<file path="config.mk">
export PLATFORM = sky130hd
export DESIGN_NAME = acq_ring_ctrl
export DESIGN_NICKNAME = d
export VERILOG_FILES = /design/src/rtl/acq_ring_ctrl.sv
export SDC_FILE = /design/constraint.sdc
export NUM_CORES = 1
export LEC_CHECK = 0
export BUFFER_PORTS_ARGS = -buffer_cell sky130_fd_sc_hd__buf_2
export CAP_MARGIN = 20
export CORE_ASPECT_RATIO = 1.75
export CORE_MARGIN = 1
export CORE_UTILIZATION = 40
export CTS_BUF_LIST = sky130_fd_sc_hd__clkbuf_8 sky130_fd_sc_hd__clkbuf_16
export CTS_CLUSTER_DIAMETER = 80
export CTS_CLUSTER_SIZE = 24
export DETAILED_ROUTE_END_ITERATION = 8
export GPL_ROUTABILITY_DRIVEN = 0
export PLACE_DENSITY = 0.69
export SLEW_MARGIN = 30
export SYNTH_ARGS = -nofsm -noshare
export SYNTH_HDL_FRONTEND = slang
export SYNTH_SLANG_ARGS = --single-unit
</file>
<file path="constraint.sdc">
create_clock -name clk -period 3.2 [get_ports clk]
set_clock_uncertainty 0.2 [all_clocks]
set_input_delay 0.64 -clock clk [delete_from_list [all_inputs] [get_ports clk]]
set_output_delay 0.64 -clock clk [all_outputs]
set_load 0.01 [all_outputs]
</file>
<file path="src/rtl/acq_ring_ctrl.sv">
module acq_ring_ctrl #(
  parameter int DATA_W = 32,
  parameter int DEPTH  = 128,
  parameter int CNT_W  = 16,
  parameter int GUARD  = 2,
  localparam int AW    = $clog2(DEPTH)
) (
  input  logic              clk,
  input  logic              rst_n,
  input  logic              start,
  input  logic              trig_async,
  input  logic [CNT_W-1:0]  pretrig,
  input  logic [CNT_W-1:0]  posttrig,
  input  logic [DATA_W-1:0] sample_in,
  output logic              wr_en,
  output logic [AW-1:0]     wr_addr,
  output logic [DATA_W-1:0] wr_data,
  output logic              done,
  output logic [AW-1:0]     stop_ptr,
  output logic [AW-1:0]     first_valid_ptr
);
  typedef enum logic [2:0] {S_IDLE, S_HOLD, S_ARM, S_POST, S_DONE} st_t;

  st_t              st;
  logic [2:0]       tsync;
  logic [CNT_W-1:0] cnt;
  logic [AW-1:0]    ptr, stop_q;

  wire              trig_edge = tsync[1] & ~tsync[2];
  wire [CNT_W-1:0]  post_eff  = (posttrig == '0) ? CNT_W'(1) : posttrig;

  assign wr_en           = (st == S_HOLD) || (st == S_ARM) || (st == S_POST);
  assign wr_addr         = ptr;
  assign wr_data         = sample_in;
  assign done            = (st == S_DONE);
  assign stop_ptr        = stop_q;
  assign first_valid_ptr = stop_q + AW'(GUARD);

  always_ff @(posedge clk or negedge rst_n) begin
    if (!rst_n) begin
      st     <= S_IDLE;
      tsync  <= '0;
      cnt    <= '0;
      ptr    <= '0;
      stop_q <= '0;
    end else begin
      tsync <= {tsync[1:0], trig_async};
      if (wr_en) ptr <= ptr + AW'(1);
      unique case (st)
        S_IDLE, S_DONE:
          if (start) begin
            st  <= S_HOLD;
            cnt <= '0;
            ptr <= '0;
          end
        S_HOLD:
          if (cnt == pretrig) st <= S_ARM;
          else                cnt <= cnt + CNT_W'(1);
        S_ARM:
          if (trig_edge) begin
            st  <= S_POST;
            cnt <= post_eff;
          end
        S_POST:
          if (cnt == CNT_W'(1)) begin
            st     <= S_DONE;
            stop_q <= ptr + AW'(1);
          end else cnt <= cnt - CNT_W'(1);
        default: st <= S_IDLE;
      endcase
    end
  end
endmodule


</file>
== After elaboration in Yosys (flattened, before gate mapping) ==
Index checks and enable logic that the tools add are counted.

* Register bits: 36
* Input port bits: 68
* Output and inout port bits: 55
* Word-level logic and storage cells: 46

* $add $sub $neg: 4
* Eq/ne operators: 12
* Mux-type cells: 14
* Bitwise gates (word level): 2
* Reduce and logical (&&, ||, !) cells: 9

{| class="wikitable"
|+ Operators with widths
! kind !! number
|-
| $mux W16 || 5
|-
| $pmux W16 S4 || 1
|-
| $mux W7 || 3
|-
| $add A16 B1 Y16 const B || 1
|-
| $eq A16 B1 Y1 const B || 1
|-
| $eq A16 B16 Y1 || 1
|-
| $logic_not A16 Y1 || 1
|-
| $sub A16 B1 Y16 const B || 1
|-
| $mux W3 || 4
|-
| $pmux W3 S4 || 1
|-
| $ne A2 B2 Y1 const B || 4
|-
| $add A7 B1 Y7 const B || 1
|-
| $add A7 B2 Y7 const B || 1
|-
| $eq A3 B2 Y1 const B || 2
|-
| $reduce_and A5 Y1 || 1
|-
| $ne A2 B1 Y1 const B || 2
|-
| $reduce_and A4 Y1 || 1
|-
| $reduce_bool A4 Y1 || 1
|-
| $eq A3 B1 Y1 const B || 1
|-
| $eq A3 B3 Y1 const B || 1
|-
| $logic_not A3 Y1 || 1
|-
| $logic_or A1 B1 Y1 || 2
|-
| $reduce_and A2 Y1 || 1
|-
| $reduce_or A2 Y1 || 1
|-
| other kinds (2) || 2
|}

== Depth between registers and ports, before layout ==
Gate-level depths: netlist of run 1.

* Word-level depth: 6
* Mapped depth: 10
* Depth with buffers taken out: 8

== Least setup slack after synthesis of run 1 ==
Ideal clock, no wire load.

* Path type: input to register
* From: in pretrig[5]
* To: reg cnt[2]
* Setup time: 127 ps
* Arrival: 2062 ps
* Data required time: 2873 ps
* Slack: 811 ps
* Stages on the path: 7
* Path buffers: 1
* Path through: xor2_1 -> nor4_1 -> nand3_1 -> nor4_4 -> or2_1 -> buf_4 -> mux2_1

* Word-level cells in the longest chain between the ends: 3

{| class="wikitable"
|+ Ends and longest elaborated chain
! what !! line !! text
|-
| from (decl) || 12 || <nowiki>input logic [CNT_W-1:0] pretrig,</nowiki>
|-
| $eq A16 B16 Y1 || 57 || <nowiki>if (cnt == pretrig) st <= S_ARM;</nowiki>
|-
| $ne A2 B2 Y1 (no line) || - ||
|-
| $reduce_and A5 Y1 (no line) || - ||
|-
| to (signal assigned) || 58 || <nowiki>else cnt <= cnt + CNT_W'(1);</nowiki>
|-
| to (signal assigned) || 62 || <nowiki>cnt <= post_eff;</nowiki>
|-
| to (signal assigned) || 68 || <nowiki>end else cnt <= cnt - CNT_W'(1);</nowiki>
|-
| to (decl) || 26 || <nowiki>logic [CNT_W-1:0] cnt;</nowiki>
|}

No other way between the ends.
A chain may end at the register's enable or synchronous reset.

== Worst setup path after layout of run 1 ==
* From: reg cnt[0]
* To: reg cnt[8]

* Word-level cells in the longest chain between the ends: 3
* Elaborated cells on any way between the ends: 10
* Classes of those cells: add/sub (2); eq/ne (4); mux (3); reduce/logical (1)

{| class="wikitable"
|+ Ends and longest elaborated chain
! what !! line !! text
|-
| $sub A16 B1 Y16 (tied with other cells) || 68 ||
|-
| $mux W16 (tied with other cells) || 65 || <nowiki>if (cnt == CNT_W'(1)) begin</nowiki>
|-
| $pmux W16 S4 or $reduce_and A5 Y1 (tied branches) || - ||
|}

Parallel ways exist; a longest one is shown, timed or not. The select of a mux whose other input is x is not followed.

==> results of run 1 <==
routing by layer:
metal	up-vias	share of wire, %
met5	-	0
met4	0	6.2
met3	42	6.4
met2	138	51
met1	1317	37
li1	1248	-
cells by family (layout without fill, tap and decap cells):
logic type	after synthesis	after routing
buf+inv	67	81
mux	6	6
flops	36	36
fa+ha+maj	5	5
compound gates	84	84
simple gates	120	120
xor+xnor	37	37
cell type report:
cell class                 count  area [sq um]  share of cell area, %
timing repair buffer          65           343                   10.9
clock inverter                 2          10.0                  0.319
inverter                       8          30.0                  0.957
clock buffer                   6           139                   4.43
tap                           84           105                   3.35
multi-input combinational    252          1610                   51.3
sequential                    36           901                   28.7
worst max path at each step:
stage / to / startpoint / slack, ns
2_1_floorplan: cnt[2] / pretrig[5] / 0.81
3_3_place_gp: cnt[13] / pretrig[5] / 0.74
3_5_place_dp: cnt[1] / pretrig[6] / 0.69
4_1_cts: wr_en / st[1] / 0.71
5_1_grt: cnt[14] / cnt[1] / 0.51
6_report: cnt[8] / cnt[0] / 0.70
Yosys cell counts, types with 3 or more instances:
cell type | count | area share (%)
dfrtp_1 | 36 | 31
buf_4 | 34 | 8.7
nand2_1 | 30 | 3.9
o21ai_0 | 29 | 5.0
xor2_1 | 22 | 6.6
a21oi_1 | 20 | 3.4
nor2_1 | 18 | 2.3
xnor2_1 | 15 | 4.5
buf_2 | 13 | 2.2
nand3_1 | 13 | 2.2
nor3_1 | 12 | 2.1
o31ai_1 | 12 | 3.1
nor4_1 | 11 | 2.4
clkbuf_1 | 8 | 1.0
inv_1 | 8 | 1.0
and4_1 | 6 | 1.8
a31oi_1 | 5 | 1.1
ha_1 | 5 | 2.1
nand2b_1 | 5 | 1.1
or3_1 | 5 | 1.1
a221oi_1 | 4 | 1.2
or2_2 | 4 | 0.86
mux2i_1 | 3 | 1.0
registers in the layout (all words and copies together), names as in the netlist:
register / count
cnt: 16
stop_ptr: 7
wr_addr: 7
st: 3
tsync: 3
critical path, delay by kind of cell, from the launching register on:
family / cells / cell delay [ns]
flip-flops: 1 / 0.46
adder cells (fa/ha/maj): 1 / 0.20
AO/OA/AOI/OAI: 2 / 0.38
buffers and inverters: 1 / 0.12
XOR/XNOR: 1 / 0.12
AND/OR/NAND/NOR: 2 / 0.88
power by group through the flow:
| stage | registers, uW | clock network (uW) | logic (uW) |
|---|---|---|---|
| 6_report | 654 | 493 | 641 |
| 5_1_grt | 669 | 517 | 718 |
| 4_1_cts | 654 | 498 | 636 |
| 3_5_place_dp | 661 | 0 | 629 |
| 3_3_place_gp | 656 | 0 | 623 |
| 2_1_floorplan | 621 | 0 | 500 |
per-stage QoR:
step / std cells / hold WS [ns] / util [%]
6_report: 453 / 0.147 / 45.1
5_1_grt: 453 / 0.161 / 45.1
4_1_cts: 453 / 0.148 / 45.1
3_5_place_dp: 445 / 0.135 / 43.0
3_3_place_gp: 445 / 0.133 / 43.0
2_1_floorplan: 355 / 0.131 / -
==> out/qor.csv, run 1 <==
stage,metric,value,unit
yosys,synth_compound_area_share,17.5,%
global_route,grt-ovfl-total,0,
critical_path,path_class,register to register,
layout,final_common_cell,buf_2,
floorplan,ios,123,
floorplan,die_y,115,um
routing,dr.pass1.iters,5,
critical_path,worstReg2RegStart,cnt[0],
routing,wl,8100,um
critical_path,r2r-end,cnt[8],
yosys,syn_nets,428,
clock_tree,cts-root-buf,clkbuf_16,
critical_path,cp_cell_sequence,"inv_1, ha_1, or4b_1, nor4_1, xor2_1, a221oi_1, o21ai_0",
clock_tree,hold_buffers,0,
clock_tree,numCtsBuffers,5,
clock_tree,tritoncts,yes,
clock_tree,clk_path_buf_depth,2,
clock_tree,postCtsSetupBuffers,0,
clock_tree,clk-insertion-delay-late,0.28,ns
clock_tree,numClockSinks,36,
clock_tree,htree_levels,2,
global_route,grt.total_usage,22.2,%
power,ir_drop,0.000255,V
yosys,synth_fa_ha_area_share,2.14,%
critical_path,cp-start-kind,register,
layout,num_antenna_cells,0,
yosys,synth-seq-cells,36,
global_route,grt_pass1_vias,2674,
sta,maxSlewHeadroom,45.1,%
floorplan,core_area,0.00696,sq mm
min_path,min_path_cells,0,
yosys,ys.flop_type,dfrtp_1,
critical_path,reg2reg_depth,7,
global_route,antenna_found_initial,0,
status,outcome,"finished, final reports clean",
global_route,grt_use_met3,3.17,%
place,dpl-instance-area,0.00299,sq mm
routing,post-route-drc-count,0,
sta,max_freq,0.399,GHz
global_route,busiest_layer,met2,
layout,area_delta_synth_final,7.36,%
yosys,synthMuxAreaShare,2.18,%
sta,finalCriticalPeriod,2.50,ns
layout,drive_above_1_share,21.7,%
sta,fin_crit_sh,78.2,%
power,p_comb_share,35.9,%
yosys,synth-edff-count,0,
layout,nNetsFinal,441,
layout,final_cell_mix,"buf_2 (58), dfrtp_1 (36), nand2_1 (30), o21ai_0 (29), xor2_1 (22)",
clock_tree,clk_pin_slew,0.06,ns
critical_path,critical_path.max_stage_delay,0.54,ns
critical_path,critPathSlowestCell,or4b_1,
routing,routedWlPerCell,17.9,um
routing,routed_via_density,6.06,
floorplan,row_count,40,
power,switchingPower,677,uW
power,seqPwrFrac,36.6,%
power,p_sw_share,37.8,%
global_route,grt_max_degree,37,
yosys,syn-cell-area,0.00292,sq mm
sta,final-setup-viol-count,0,
min_path,hold_class,register to register,
floorplan,dieArea,0.00767,sq mm
sta,fin_ws,0.697,ns
critical_path,cp.required,3.16,ns
power,pwr-share-clk,27.6,%
yosys,synthXorXnorAreaFrac,11.1,%
global_route,grt_pass1_wl,12800,um
critical_path,r2r_slack,0.70,ns
global_route,met2_usage,38.0,%
yosys,yosysWarningCount,0,
place,port_buffers,58,
critical_path,cp-end-kind,register,
yosys,synth-simple-area-share,22.2,%
yosys,synth_top_family_by_area,simple AND/OR/NAND/NOR gates,
sta,tightest_slew,0.823,ns
routing,dr_total_vias,2745,
power,p_leak,0.00145,uW
critical_path,cp.arrival,2.46,ns
run,max_cap_viol_count,0,
place,dp_hpwl,6070,um
power,power_density,570,mW/mm^2
critical_path,cp_max_fo,8,
clock_tree,cts_resized,0,
sta,setup_tns,0,ns
global_route,met1_usage,24.1,%
min_path,min-delay-start,tsync[0],
yosys,avgSynthCellArea,8.23,sq um
min_path,worstHoldEndpoint,tsync[1],
yosys,yosysSeqAreaShare,30.8,%
floorplan,die_w,66.6,um
sta,hold_viol_final,0,
floorplan,start_util,42.0,%
routing,drt-initial-drc-count,158,
yosys,async_flop_share,100,%
layout,fin_area,0.00314,sq mm
place,detailedPlace.worstSlack,0.693,ns
routing,ant_nets,0,
sta,slew_violations,0,
yosys,ys_types,51,
power,p_int,1110,uW
sta,rsz0062_at_grt,false,
power,finalPower,1790,uW
yosys,synth_cells,355,
layout,nFillCells,691,
No activity file was read; power rests on OpenSTA's default activity.
==> inputs of run 2 (changes only) <==
--- a/config.mk
+++ b/config.mk
@@ -5,6 +5,7 @@
 export SDC_FILE = /design/constraint.sdc
 export NUM_CORES = 1
 export LEC_CHECK = 0
+export ABC_AREA = 1
 export BUFFER_PORTS_ARGS = -buffer_cell sky130_fd_sc_hd__buf_2
 export CAP_MARGIN = 20
 export CORE_ASPECT_RATIO = 1.75
@@ -15,7 +16,7 @@
 export CTS_CLUSTER_SIZE = 24
 export DETAILED_ROUTE_END_ITERATION = 8
 export GPL_ROUTABILITY_DRIVEN = 0
-export PLACE_DENSITY = 0.69
+export PLACE_DENSITY = 0.7
 export SLEW_MARGIN = 30
 export SYNTH_ARGS = -nofsm -noshare
 export SYNTH_HDL_FRONTEND = slang
==> constraint.sdc (replaced) <==
create_clock -name clk -period 2.2 [get_ports clk]
set_clock_uncertainty 0.2 [all_clocks]
set_input_delay 0.44 -clock clk [delete_from_list [all_inputs] [get_ports clk]]
set_output_delay 0.44 -clock clk [all_outputs]
set_load 0.01 [all_outputs]
==> out/qor.csv, run 2 <==
stage,metric,value,unit
global_route,grt_max_degree,21,
run,max_cap_viol_count,0,
sta,maxSlewHeadroom,65.1,%
place,port_buffers,58,
power,finalPower,4970,uW
clock_tree,htree_levels,2,
global_route,grt_pass1_wl,15200,um
floorplan,ios,123,
sta,fin_ws,0.203,ns
status,violations,design-rule violations,
routing,routed_via_density,5.23,
yosys,yosysWarningCount,0,
clock_tree,clk_pin_slew,0.06,ns
clock_tree,cts_resized,0,
yosys,synth_cells,519,
clock_tree,numCtsBuffers,5,
yosys,avgSynthCellArea,6.38,sq um
yosys,yosysMostFrequentCell,nand2_1,
place,dp_hpwl,7270,um
yosys,async_flop_share,100,%
layout,nNetsFinal,623,
floorplan,die_y,122,um
layout,final_cells,641,
place,post-place-cells,632,
status,outcome,finished with violations,
yosys,syn_nets,592,
critical_path,cp_max_fo,14,
sta,fin_crit_sh,90.8,%
global_route,grt_pass1_vias,3266,
routing,routedLengthMet1,3430,um
clock_tree,numClockSinks,36,
layout,largest_reg_flops,16,
sta,rsz0062_at_grt,false,
yosys,yosys.area.top_type,dfrtp_1,
routing,post-route-drc-count,12,
layout,drive_above_1_share,21.4,%
sta,hold_viol_final,0,
yosys,synth-edff-count,0,
critical_path,worstReg2RegStart,cnt[7],
clock_tree,clk-insertion-delay-late,0.28,ns
layout,num_antenna_cells,0,
sta,final-setup-viol-count,0,
layout,largest_register,cnt,
place,detailedPlace.worstSlack,0.231,ns
floorplan,start_util,41.6,%
floorplan,core_area,0.00796,sq mm
sta,setup_tns,0,ns
yosys,syn-cell-area,0.00331,sq mm
clock_tree,tritoncts,yes,
yosys,synth_commonest_cells,"nand2_1 (166), nand3_1 (58), inv_1 (52)",
layout,area_delta_synth_final,9.18,%
floorplan,die_w,70.8,um
critical_path,cp.arrival,1.97,ns
critical_path,cp-end-kind,register,
routing,routedWlPerCell,14.4,um
critical_path,cp-start-kind,register,
clock_tree,cts-root-buf,clkbuf_16,
clock_tree,clk_path_buf_depth,2,
routing,drt-initial-drc-count,262,
layout,nFillCells,838,
yosys,yosysSeqAreaShare,27.2,%
min_path,worstHoldEndpoint,tsync[0],
sta,slew_violations,0,
critical_path,r2r-end,cnt[11],
layout,final_common_cell,nand2_1,
routing,ant_nets,0,
sta,finalCriticalPeriod,2.00,ns
power,power_density,1370,mW/mm^2
critical_path,r2r_slack,0.20,ns
yosys,synthTopCellsByArea,"dfrtp_1 (27%), nand2_1 (19%), nand3_1 (8.8%)",
global_route,antenna_found_initial,0,
min_path,min_path_cells,1,
critical_path,reg2reg_depth,10,
critical_path,cp.required,2.17,ns
routing,wl_met3,458,um
min_path,hold_class,input port to register,
sta,max_freq,0.501,GHz
global_route,grt-ovfl-total,0,
critical_path,path_class,register to register,
floorplan,row_count,43,
yosys,ys_types,36,
global_route,grt.total_usage,22.5,%
min_path,min-delay-start,trig_async,
routing,top_layer,met4,
layout,final_cell_mix,"nand2_1 (166), nand3_1 (58), buf_2 (58), inv_1 (52), nor2_1 (47)",
yosys,ys.flop_type,dfrtp_1,
yosys,synth_top_area_share,27.2,%
sta,tightest_slew,0.520,ns
routing,wl,9230,um
routing,met2_length,4870,um
power,ir_drop,0.000856,V
routing,dr_total_vias,3350,
yosys,synth-seq-cells,36,
floorplan,dieArea,0.00866,sq mm
routing,dr.pass1.iters,6,
power,p_leak,0.00198,uW
==> run 2: cell types whose count changed after synthesis, sizes merged, moves of 12 or more <==
cell,delta
o31ai,-12
xor2,-12
nor2,+38
nor4,-12
nand3,+49
xnor2,-14
inv,+52
nand2,+150
==> run 2: final cells by class <==
| class | instances | area, sq um | share of cell area [%] |
|---|---|---|---|
| timing repair buffer | 74 | 438 | 12.1 |
| inverter | 61 | 233 | 6.43 |
| clock inverter | 3 | 18.8 | 0.519 |
| multi-input combinational | 372 | 1790 | 49.5 |
| sequential | 36 | 901 | 24.9 |
| clock buffer | 5 | 125 | 3.46 |
| tap | 90 | 113 | 3.11 |
==> run 2: where the power goes <==
part / internal, uW / switching, uW / total, uW
logic: 1080 / 1900 / 2970
registers: 910 / 395 / 1300
clock network: 417 / 272 / 689
total: 2400 / 2560 / 4970
==> run 2: worst max path at each step <==
stage | startpoint | end | slack (ns) | cells after the start
2_1_floorplan | cnt[1] | cnt[8] | 0.44 | 12
4_1_cts | st[0] | wr_en | 0.19 | 3
3_3_place_gp | cnt[0] | cnt[12] | 0.27 | 11
6_report | cnt[7] | cnt[11] | 0.20 | 10
3_5_place_dp | cnt[7] | cnt[11] | 0.23 | 10
5_1_grt | cnt[7] | cnt[11] | 0.07 | 10
==> run 2: through the flow <==
step / hold WS [ns] / utilization (%) / instance area (sq um)
floorplan: -0.0556 / - / 3310
global placement: 0.137 / 43.5 / 3460
detailed placement: 0.136 / 43.5 / 3460
CTS: 0.0553 / 45.4 / 3620
global route: 0.0679 / 45.4 / 3620
finish: 0.0626 / 45.4 / 3620
==> run 2: cells by family after synthesis <==
group	synth area share [%]
AND/OR/NAND/NOR	42.3
buffers and inverters	18.8
AO/OA/AOI/OAI	6.87
flip-flops	27.2
XOR/XNOR	2.91
adder cells (fa/ha/maj)	1.89
==> run 2: layer usage <==
layer  track usage (%)  up-vias
met5                 0        -
met1              23.6     1534
met3              3.12       31
met2              41.8      123
met4              14.0        0
li1                  -     1662
==> run 2: critical path, cell delays in order (launching register included) <==
cell and delay [ns]:
dfrtp_1 0.53, nor2_2 0.29, nand2_2 0.14, nor2_4 0.15, nand3_4 0.09, nand3_2 0.09
inv_2 0.04, nand2_4 0.08, inv_2 0.12, nand2_1 0.10, nand2_1 0.05
==> run 2: repair_timing <==
action | in CTS | in global routing
endpoints found under the setup margin | 0 | 0
hold endpoints to repair | 19 | 0
hold buffers | 1 | 0
buffers inserted | 0 | 0
==> inputs of run 3 (changes only) <==
--- a/config.mk
+++ b/config.mk
@@ -8,15 +8,17 @@
 export ABC_AREA = 1
 export BUFFER_PORTS_ARGS = -buffer_cell sky130_fd_sc_hd__buf_2
 export CAP_MARGIN = 20
+export CELL_PAD_IN_SITES_DETAIL_PLACEMENT = 1
+export CELL_PAD_IN_SITES_GLOBAL_PLACEMENT = 1
 export CORE_ASPECT_RATIO = 1.75
 export CORE_MARGIN = 1
-export CORE_UTILIZATION = 40
+export CORE_UTILIZATION = 31
 export CTS_BUF_LIST = sky130_fd_sc_hd__clkbuf_8 sky130_fd_sc_hd__clkbuf_16
 export CTS_CLUSTER_DIAMETER = 80
 export CTS_CLUSTER_SIZE = 24
 export DETAILED_ROUTE_END_ITERATION = 8
 export GPL_ROUTABILITY_DRIVEN = 0
-export PLACE_DENSITY = 0.7
+export PLACE_DENSITY_LB_ADDON = 0.1
 export SLEW_MARGIN = 30
 export SYNTH_ARGS = -nofsm -noshare
 export SYNTH_HDL_FRONTEND = slang
==> out/qor.csv, run 3 (synthesized netlist as in run 2, its figures left out) <==
stage,metric,value,unit
global_route,grt_pass1_wl,18700,um
critical_path,cp_max_fo,6,
sta,maxSlewHeadroom,63.9,%
global_route,grt_use_met3,3.09,%
routing,drt-initial-drc-count,113,
clock_tree,hold_buffers,0,
power,finalPower,5230,uW
clock_tree,clk_path_buf_depth,2,
critical_path,worstReg2RegStart,cnt[7],
sta,max_freq,0.491,GHz
critical_path,cp-start-kind,register,
layout,num_antenna_cells,0,
layout,largest_reg_flops,16,
critical_path,crit_buf_inv,1,
layout,final_common_cell,nand2_1,
global_route,met2_usage,41.2,%
critical_path,r2r_slack,0.16,ns
routing,dr.pass1.iters,4,
global_route,grt.total_usage,22.3,%
floorplan,die_w,80.2,um
global_route,grt_pass1_vias,3701,
critical_path,cp-startpoint,st[0],
critical_path,cp_common_cell,nor2_1,
sta,fin_crit_sh,92.6,%
sta,finalCriticalPeriod,2.04,ns
routing,dr_total_vias,3407,
sta,hold_viol_final,0,
sta,tightest_slew,0.541,ns
floorplan,core_area,0.0104,sq mm
sta,setup_tns,0,ns
floorplan,start_util,32.0,%
critical_path,cp_cell_sequence,"nor2_1, nor2_1, buf_2",
routing,wl,11500,um
routing,ant_nets,0,
critical_path,critical_path.max_stage_delay,0.52,ns
clock_tree,cts-root-buf,clkbuf_16,
clock_tree,tritoncts,yes,
sta,rsz0062_at_grt,false,
critical_path,cp-end-kind,primary output,
critical_path,cp.arrival,1.40,ns
global_route,grt-ovfl-total,0,
critical_path,critPathSlowestCell,dfrtp_1,
clock_tree,numClockSinks,36,
layout,drive_above_1_share,22.9,%
global_route,grt_max_degree,37,
critical_path,cp.required,1.56,ns
power,power_density,1410,mW/mm^2
global_route,met1_usage,23.1,%
layout,largest_register,cnt,
critical_path,path_class,register to primary output,
floorplan,ios,123,
global_route,antenna_found_initial,0,
layout,final_cell_mix,"nand2_1 (166), nand3_1 (58), buf_2 (58), inv_1 (52), nor2_1 (47)",
layout,area_delta_synth_final,12.0,%
sta,final-setup-viol-count,0,
power,p_leak,0.00200,uW
clock_tree,postCtsSetupBuffers,0,
critical_path,critical-path-top-delay-family,flip-flops,
clock_tree,numCtsBuffers,5,
floorplan,dieArea,0.0111,sq mm
place,dp_hpwl,9210,um
clock_tree,clk-insertion-delay-late,0.29,ns
run,max_cap_viol_count,0,
clock_tree,clk_pin_slew,0.06,ns
status,outcome,"finished, final reports clean",
power,ir_drop,0.000562,V
routing,routed_via_density,4.97,
floorplan,die_y,139,um
min_path,hold_class,input port to async pin,
floorplan,row_count,49,
place,port_buffers,58,
routing,post-route-drc-count,0,
clock_tree,htree_levels,2,
layout,nNetsFinal,631,
global_route,busiest_layer,met2,
routing,routedWlPerCell,16.8,um
sta,slew_violations,0,
==> run 3: layout make-up <==
type | instances | area, sq um
clock buffer | 6 | 139
fill | 1410 | 6650
tap | 127 | 159
clock inverter | 2 | 15.0
sequential | 36 | 901
timing repair buffer | 82 | 470
multi-input combinational | 372 | 1790
inverter | 61 | 233
==> run 3: worst reg2reg max path, stage by stage, from the launching register on <==
cell	delay (ns)
dfrtp_1	0.64
inv_4	0.09
nand2_2	0.07
nand2_1	0.05
nor2_1	0.10
nand2_1	0.08
nor2_1	0.18
nand3_2	0.12
nand2_4	0.08
buf_4	0.23
nand2_2	0.07
nand2_1	0.09
==> run 3: final timing paths <==
path                                to  cells past startpoint
setup / recovery                 wr_en                      3
hold / removal                  cnt[7]                      2
setup reg to reg                cnt[6]                     11
hold reg to reg               tsync[1]                      0
max in group asynchronous  stop_ptr[4]                      2
min in group clk              tsync[0]                      1
==> run 3: routing by layer <==
layer | wire [um] | part of all wire [%]
met5 | 0 | 0
met4 | 616 | 5.4
met3 | 455 | 4.0
met2 | 6170 | 54
met1 | 4260 | 37
==> run 3: where the power goes <==
| part | leakage [uW] | internal [uW] | switching, uW | total, uW |
|---|---|---|---|---|
| Sequential | 0.000464 | 908 | 417 | 1330 |
| Clock | 0.0000691 | 451 | 312 | 763 |
| Combinational | 0.00147 | 1120 | 2020 | 3140 |
==> run 3: per-stage QoR <==
step	setup slack, ns	hold WS (ns)	instance area, sq um	utilization, %	cells
finish	0.164	0.0210	3710	35.8	686
global route	0.0105	0.0540	3710	35.8	686
CTS	0.0355	0.0515	3710	35.8	686
detailed placement	0.150	0.138	3550	34.3	678
global placement	0.152	0.137	3550	34.3	678
floorplan	0.441	-0.0556	3310	-	519
==> run 3: repair_timing <==
action,4_1_cts,5_1_grt
endpoints found under the setup margin,0,1
resized for setup,0,1
hold endpoints to repair,0,0
